File: src/rtl/stride_prefetcher.sv
module stride_prefetcher #(
  parameter int PC_W     = 32,
  parameter int ADDR_W   = 32,
  parameter int ENTRIES  = 16,
  parameter int CONF_W   = 2,
  parameter int CONF_MIN = 2,
  parameter int DIST_W   = 4,
  parameter int DEG_W    = 3
) (
  input  logic              clk,
  input  logic              rst_n,
  input  logic              obs_valid,
  output logic              obs_ready,
  input  logic [PC_W-1:0]   obs_pc,
  input  logic [ADDR_W-1:0] obs_addr,
  input  logic [DIST_W-1:0] cfg_distance,
  input  logic [DEG_W-1:0]  cfg_degree,
  output logic              pf_valid,
  input  logic              pf_ready,
  output logic [ADDR_W-1:0] pf_addr
);
  localparam int IDX_W = $clog2(ENTRIES);
  localparam int TAG_W = PC_W - IDX_W - 2;
  localparam logic [CONF_W-1:0] CONF_MAX = {CONF_W{1'b1}};
  localparam logic [CONF_W-1:0] CONF_TH  = CONF_W'(CONF_MIN);

  logic [ENTRIES-1:0] vld_q;
  logic [TAG_W-1:0]   tag_q    [ENTRIES];
  logic [ADDR_W-1:0]  last_q   [ENTRIES];
  logic [ADDR_W-1:0]  stride_q [ENTRIES];
  logic [CONF_W-1:0]  conf_q   [ENTRIES];

  logic [DEG_W-1:0]  left_q;
  logic [ADDR_W-1:0] addr_q;
  logic [ADDR_W-1:0] step_q;

  logic [IDX_W-1:0]  idx;
  logic [TAG_W-1:0]  tag;
  logic              accept, hit, same, fire;
  logic [ADDR_W-1:0] new_stride, first_addr;
  logic [DIST_W-1:0] eff_dist;
  logic [CONF_W-1:0] conf_cur, conf_nx;

  assign idx        = obs_pc[IDX_W+1:2];
  assign tag        = obs_pc[PC_W-1:IDX_W+2];
  assign obs_ready  = (left_q == '0);
  assign accept     = obs_valid && obs_ready;
  assign hit        = vld_q[idx] && (tag_q[idx] == tag);
  assign new_stride = obs_addr - last_q[idx];
  assign same       = (new_stride == stride_q[idx]);
  assign conf_cur   = conf_q[idx];
  assign eff_dist   = (cfg_distance == '0) ? DIST_W'(1) : cfg_distance;
  assign first_addr = obs_addr + ADDR_W'(eff_dist) * new_stride;

  always_comb begin
    if (!hit)                    conf_nx = '0;
    else if (same)               conf_nx = (conf_cur == CONF_MAX) ? conf_cur : conf_cur + 1'b1;
    else                         conf_nx = (conf_cur == '0) ? conf_cur : conf_cur - 1'b1;
  end

  assign fire = accept && hit && same && (new_stride != '0) &&
                (conf_nx >= CONF_TH) && (cfg_degree != '0);

  always_ff @(posedge clk or negedge rst_n) begin
    if (!rst_n) vld_q <= '0;
    else if (accept) vld_q[idx] <= 1'b1;
  end

  always_ff @(posedge clk) begin
    if (accept) begin
      tag_q[idx]    <= tag;
      last_q[idx]   <= obs_addr;
      stride_q[idx] <= hit ? new_stride : '0;
      conf_q[idx]   <= conf_nx;
    end
  end

  always_ff @(posedge clk or negedge rst_n) begin
    if (!rst_n) begin
      left_q <= '0;
      addr_q <= '0;
      step_q <= '0;
    end else if (fire) begin
      left_q <= cfg_degree;
      addr_q <= first_addr;
      step_q <= new_stride;
    end else if (pf_valid && pf_ready) begin
      left_q <= left_q - 1'b1;
      addr_q <= addr_q + step_q;
    end
  end

  assign pf_valid = (left_q != '0);
  assign pf_addr  = addr_q;

  assert_hold_R8: assert property (@(posedge clk) disable iff (!rst_n)
    pf_valid && !pf_ready |=> pf_valid && $stable(pf_addr));

  assert_busy_R9: assert property (@(posedge clk) disable iff (!rst_n)
    pf_valid |-> !obs_ready);

  assert_step_R6: assert property (@(posedge clk) disable iff (!rst_n)
    pf_valid && pf_ready && (left_q > DEG_W'(1)) |=> pf_valid && (pf_addr == $past(pf_addr) + step_q));

  assert_nozero_R7: assert property (@(posedge clk) disable iff (!rst_n)
    pf_valid |-> (step_q != '0));

  // a burst opens only right after an accepted observation
  assert_start_R4: assert property (@(posedge clk) disable iff (!rst_n)
    !pf_valid ##1 pf_valid |-> $past(obs_valid) && $past(obs_ready));
endmodule

File: config.mk
export PLATFORM = sky130hd
export DESIGN_NAME = stride_prefetcher
export DESIGN_NICKNAME = d
export VERILOG_FILES = /design/src/rtl/stride_prefetcher.sv
export SDC_FILE = /design/constraint.sdc
export NUM_CORES = 2
export LEC_CHECK = 0
export ABC_AREA = 0
export BUFFER_PORTS_ARGS = -buffer_cell sky130_fd_sc_hd__buf_2
export CELL_PAD_IN_SITES_DETAIL_PLACEMENT = 0
export CELL_PAD_IN_SITES_GLOBAL_PLACEMENT = 2
export CORE_MARGIN = 2
export CORE_UTILIZATION = 40
export CTS_CLUSTER_SIZE = 30
export DETAILED_ROUTE_END_ITERATION = 16
export MAX_ROUTING_LAYER = met4
export PLACE_DENSITY = 0.67
export SETUP_SLACK_MARGIN = 0.4
export SLEW_MARGIN = 20
export SYNTH_ARGS = -nofsm -noshare
export SYNTH_HDL_FRONTEND = slang
export SYNTH_SLANG_ARGS = --single-unit
File: constraint.sdc
create_clock -name clk -period 9.55 [get_ports clk]
set_clock_uncertainty 0.1 [all_clocks]
set_input_delay 2.3875 -clock clk [delete_from_list [all_inputs] [get_ports clk]]
set_output_delay 2.3875 -clock clk [all_outputs]
set_load 0.01 [all_outputs]
=== Yosys cells after proc, flatten, opt, wreduce, memory -nomap -nowiden ===
Memories as Yosys holds them, arrays and structs flattened.
Cells that the tools add are included.

* $mul: 1
* Reductions and logical operators: 16
* Eq/ne operators: 3
* Mux-type cells: 16
* Bitwise operators: 1
* $lt $le $gt $ge: 3
* Add/subtract/negate cells: 6

{| class="wikitable"
|+ Operator list
! cell !! count
|-
| $mux 32 || 3
|-
| $add 32x32->32 || 2
|-
| $eq 32x32->1 || 1
|-
| $mul 4x32->32 || 1
|-
| $reduce_bool 32->1 || 1
|-
| $sub 32x32->32 || 1
|-
| $eq 26x26->1 || 1
|-
| $or 16x16->16 || 1
|-
| $logic_and 1x1->1 || 9
|-
| $mux 2 || 4
|-
| $mux 3 || 2
|-
| $reduce_bool 3->1 || 2
|-
| $lt 4x5->1 const B || 1
|-
| $bmux 1 s4 || 1
|-
| $demux 1 s4 || 1
|-
| $ge 4x1->1 const B || 1
|-
| $logic_not 4->1 || 1
|-
| $mux 1 || 4
|-
| $mux 4 || 1
|-
| $logic_not 3->1 || 1
|-
| $sub 3x1->3 const B || 1
|-
| $add 2x1->2 const B || 1
|-
| $eq 2x2->1 const B || 1
|-
| $ge 2x2->1 const B || 1
|-
| other kinds (3) || 3
|}

* Memories kept: 4
* RAM bits: 1472
* Bits in registers: 83
* Bits of input ports: 75
* Logic and storage cells: 54
* Output and inout bits: 34

{| class="wikitable"
|+ Memories
! memory !! depth !! bits a word !! rd ports !! clocked after Yosys merged registers in !! write ports !! line !! source
|-
| last_q || 16 || 32 || 1 || 0 || 1 || 29 || <nowiki>logic [ADDR_W-1:0] last_q [ENTRIES];</nowiki>
|-
| stride_q || 16 || 32 || 1 || 0 || 1 || 30 || <nowiki>logic [ADDR_W-1:0] stride_q [ENTRIES];</nowiki>
|-
| tag_q || 16 || 26 || 1 || 0 || 1 || 28 || <nowiki>logic [TAG_W-1:0] tag_q [ENTRIES];</nowiki>
|-
| conf_q || 16 || 2 || 1 || 0 || 1 || 31 || <nowiki>logic [CONF_W-1:0] conf_q [ENTRIES];</nowiki>
|}

=== Longest topological paths before layout ===
* Depth after elaboration: 9
* Depth in mapped cells: 44
* Mapped depth without buffers: 31

=== Worst setup path before layout ===
Ideal clock, no wire load.

* Kind: input to register
* From: input port obs_pc[2]
* To: register addr_q[31], in the netlist pf_addr[31]
* Stages: 44
* Data required time: 9324 ps
* Setup slack: -2393 ps
* Data arrival time: 11717 ps
* Path buffers: 13
* Library setup time: 126 ps
* Cells stage by stage: buf_6 > buf_12 > buf_6 > buf_4 > buf_6 > buf_4 > buf_4 > buf_4 > buf_4 > buf_1 > clkbuf_1 > buf_1 > mux4_2 > mux4_2 > inv_1 > ha_1 > clkbuf_1 > nor2_1 > [... 8 more ...] > fa_1 > fa_1 > inv_1 > fa_1 > inv_1 > ha_1 > a21o_1 > nand2_1 > a21boi_0 > o21ai_0 > a21oi_1 > o21a_1 > nor2_1 > o21a_1 > o211ai_1 > o21ai_0 > xnor2_1 > mux2i_1

* Longest elaborated chain between the ends: 9
* Elaborated cells between the ends (all ways): 29
* Classes of those cells: 4 x add/sub; 1 x mul; 1 x order compare; 3 x eq/ne; 7 x mux; 9 x reduce/logical; 4 x memory

{| class="wikitable"
|+ RTL lines
! item !! line !! source
|-
| from (decl) || 14 || <nowiki>input logic [PC_W-1:0] obs_pc,</nowiki>
|-
| branches (longest 9 deep; another with $mem_v2 16x32) || n/a ||
|-
| to (signal assigned) || 85 || <nowiki>addr_q <= first_addr;</nowiki>
|-
| to (signal assigned) || 89 || <nowiki>addr_q <= addr_q + step_q;</nowiki>
|-
| to (decl) || 34 || <nowiki>logic [ADDR_W-1:0] addr_q;</nowiki>
|}

Parallel ways; which one is timed is not known. The select of a mux whose other input is x is not followed.
A chain may end at the register's enable or synchronous reset.

=== Worst setup path in the final report ===
* From: input port obs_pc[2]
* To: register addr_q[23], in the netlist pf_addr[23]

Same word-level chain as after synthesis.

==> impl_metrics.tcl <==
set metrics [dict create \
    grt_pass1_vias 38200 \
    place_inst 6458 \
    worstSetupEndpointType "flip-flop" \
    cts.clk_slew.worst_paths_ps 60 \
    drt_iter0_drc 3311 \
    clk_root_buffer_cell "clkbuf_16" \
    routabilityCongestion 0.883 \
    syn2layout_area_growth_pct 17.8 \
    status "finished, final reports clean" \
    crit_fanout 14 \
    layout_common_cells "edfxtp_1 (1472), mux4_2 (402), buf_4 (380), inv_1 (212), clkbuf_16 (168)" \
    ys_ff_latch 1555 \
    final_common_cell "edfxtp_1" \
    synth_cell_type_count 86 \
    power_density_nw_per_um2 246 \
    die_w_um 419 \
    stdcell_count 6781 \
    worstMarginPinSlew_ps 1060 \
    min_path_type "flip-flop to flip-flop" \
    antenna_found_initial 11 \
    syn_inst 3796 \
    die_area_um2 175000 \
    yosys_most_used_dff "edfxtp_1" \
    dpl.hpwl_um 114000 \
    syn_area_um2 68800 \
    power.total_mw 19.9 \
    overflow 0 \
    grtUsageTotal 0.220 \
    core_um2 171000 \
    portBuffers 106 \
    rows 152 \
    post_drt_wl_per_cell_um 27.3 \
    cp_slowest_cell "mux4_2" \
    hold_viol_final 0 \
    layout-drive-gt1-share 0.294 \
    synth_warnings 0 \
    max_slew_margin 0.294 \
    clkSinkCount 1555 \
    grt_first_pass_wirelength_um 269000 \
    numCtsBuffers 164 \
    cts-htree-levels 4 \
    multi_input_area_um2 21400 \
    p_leak_nw 27.5 \
    setup_viol 0 \
    timing.final.ws_setup_ps 701 \
    fin_crit_sh 0.927 \
    ant_nets 0 \
    maxCapViolCount 0 \
    max_stage_delay_ps 520 \
    cts_max_path_buffers 3 \
    drc 0 \
    clk_latency_ps 800 \
    rsz0062_at_grt "no" \
    grt_max_degree 86 \
    dpl_worst_slack_ps -469 \
    cp.required_ps 10120 \
    fmax_mhz 113 \
    worst_ep_arrival_time_ps 9420 \
    fin_nets 4589 \
    die_h_um 419 \
    fillers 14600 \
    async_reset_ff_frac 0.0534 \
    yosysSeqAreaShare 0.673 \
    ir_drop_mv 0.195 \
    syn_area_per_cell_um2 18.1 \
    vias 36800 \
    synth_fp_nets 4057 \
    finalCriticalPeriod_ps 8850 \
    routed_wl_um 185000 \
    initial_core_util 0.402 \
    drt_pass1_iterations 7 \
    register_area_um2 46300 \
    critPathKind "primary input to flip-flop" \
    io_pins 109 \
    critPathLaunchType "primary input" \
    vias_per_cell 5.43 \
    cts_tree "done" \
    synth_edf_count 1472 \
    slew_viol_final 0 \
]
-- final timing paths --
| check | cells past startpoint | slack (ps) | startpoint | end |
|---|---|---|---|---|
| worst max-delay path | 29 | 700 | obs_pc[2] | pf_addr[23] |
| worst min-delay path | 1 | 370 | vld_q[11] | vld_q[11] |
| worst max register to register | 29 | 2190 | last_q[7][0] | pf_addr[23] |
| worst min register to register | 1 | 370 | vld_q[11] | vld_q[11] |
| max in group asynchronous | 2 | 6760 | rst_n | pf_addr[10] |
| min in group asynchronous | 1 | 1390 | rst_n | left_q[2] |
-- through the flow --
stage | setup TNS, ps | util | instance area [um2] | hold slack (ps)
after floorplan | -572950 | - | 69400 | 334
after global placement | -3420 | 0.440 | 75500 | 346
after detailed placement | -3280 | 0.440 | 75500 | 349
after CTS | 0 | 0.472 | 80800 | 363
after global routing | 0 | 0.473 | 81000 | 385
final | 0 | 0.473 | 81000 | 366
-- cells in the mapped netlist (42+ instances only) --
cell      number  area [um2]
dfrtp_1       83        2080
and2_1        89         557
xor2_1        54         473
edfxtp_1    1472       44200
a21oi_1      107         536
ha_1          98        1230
nand2_1       95         357
mux2_2        45         507
clkbuf_1      69         259
fa_1          88        1760
o21ai_0       59         295
mux2i_1       97         971
mux4_2       402        9050
xnor2_1       82         718
a21o_1        42         315
nor3_1        48         240
nor2_1       145         544
inv_1        218         818
-- layer usage --
metal  up-vias  track usage  share of wire
li1      16200            -              -
met1     19600        0.299           0.45
met2       898        0.357           0.49
met3       195       0.0268          0.042
met4         0       0.0461          0.018
met5         -            -              0
-- final cells by class --
cell class              instances  area share
repair buffers                527      0.0527
well taps                    2310      0.0357
inverters                     218      0.0101
clock inverters                87      0.0113
multi-input cells            1862       0.264
clock buffers                 219      0.0546
diodes                          3   0.0000926
flip-flops and latches       1555       0.571
-- registers in the layout (all words and copies together), names as in the netlist --
| name | count |
|---|---|
| conf_q | 32 |
| last_q | 512 |
| left_q | 3 |
| pf_addr | 32 |
| step_q | 32 |
| stride_q | 512 |
| tag_q | 416 |
| vld_q | 16 |
-- repair_timing --
item                                   CTS  global route
setup buffers                            0            13
pin swaps                                0             3
endpoints found under the hold margin    0             0
hold buffers                             0             0
gates cloned                             0             1
setup endpoints to repair                1             8
gates resized for setup                  1            13
-- cells by family after synthesis --
group / count (synthesis) / synth area share
flip-flops: 1555 / 0.673
AND/OR/NAND/NOR: 567 / 0.0432
multiplexers: 549 / 0.155
AO/OA/AOI/OAI: 412 / 0.0408
buffers and inverters: 379 / 0.0237
adder cells (fa/ha/maj): 186 / 0.0434
XOR/XNOR: 148 / 0.0213
-- where the power goes --
group / internal [mW] / switching, mW / total (mW)
Sequential: 7.57 / 0.0705 / 7.64
Combinational: 2.78 / 3.21 / 5.99
Clock: 3.65 / 2.65 / 6.30
Total: 14.0 / 5.92 / 19.9
-- worst max-delay path, delay by kind of cell --
kind / cells / cell delay [ps]
XOR/XNOR: 1 / 290
multiplexers: 2 / 1000
AND/OR/NAND/NOR: 3 / 860
buffers and inverters: 8 / 1080
adder cells (fa/ha/maj): 5 / 1840
AO/OA/AOI/OAI: 10 / 1900
Power figures use the tool's default switching activity.
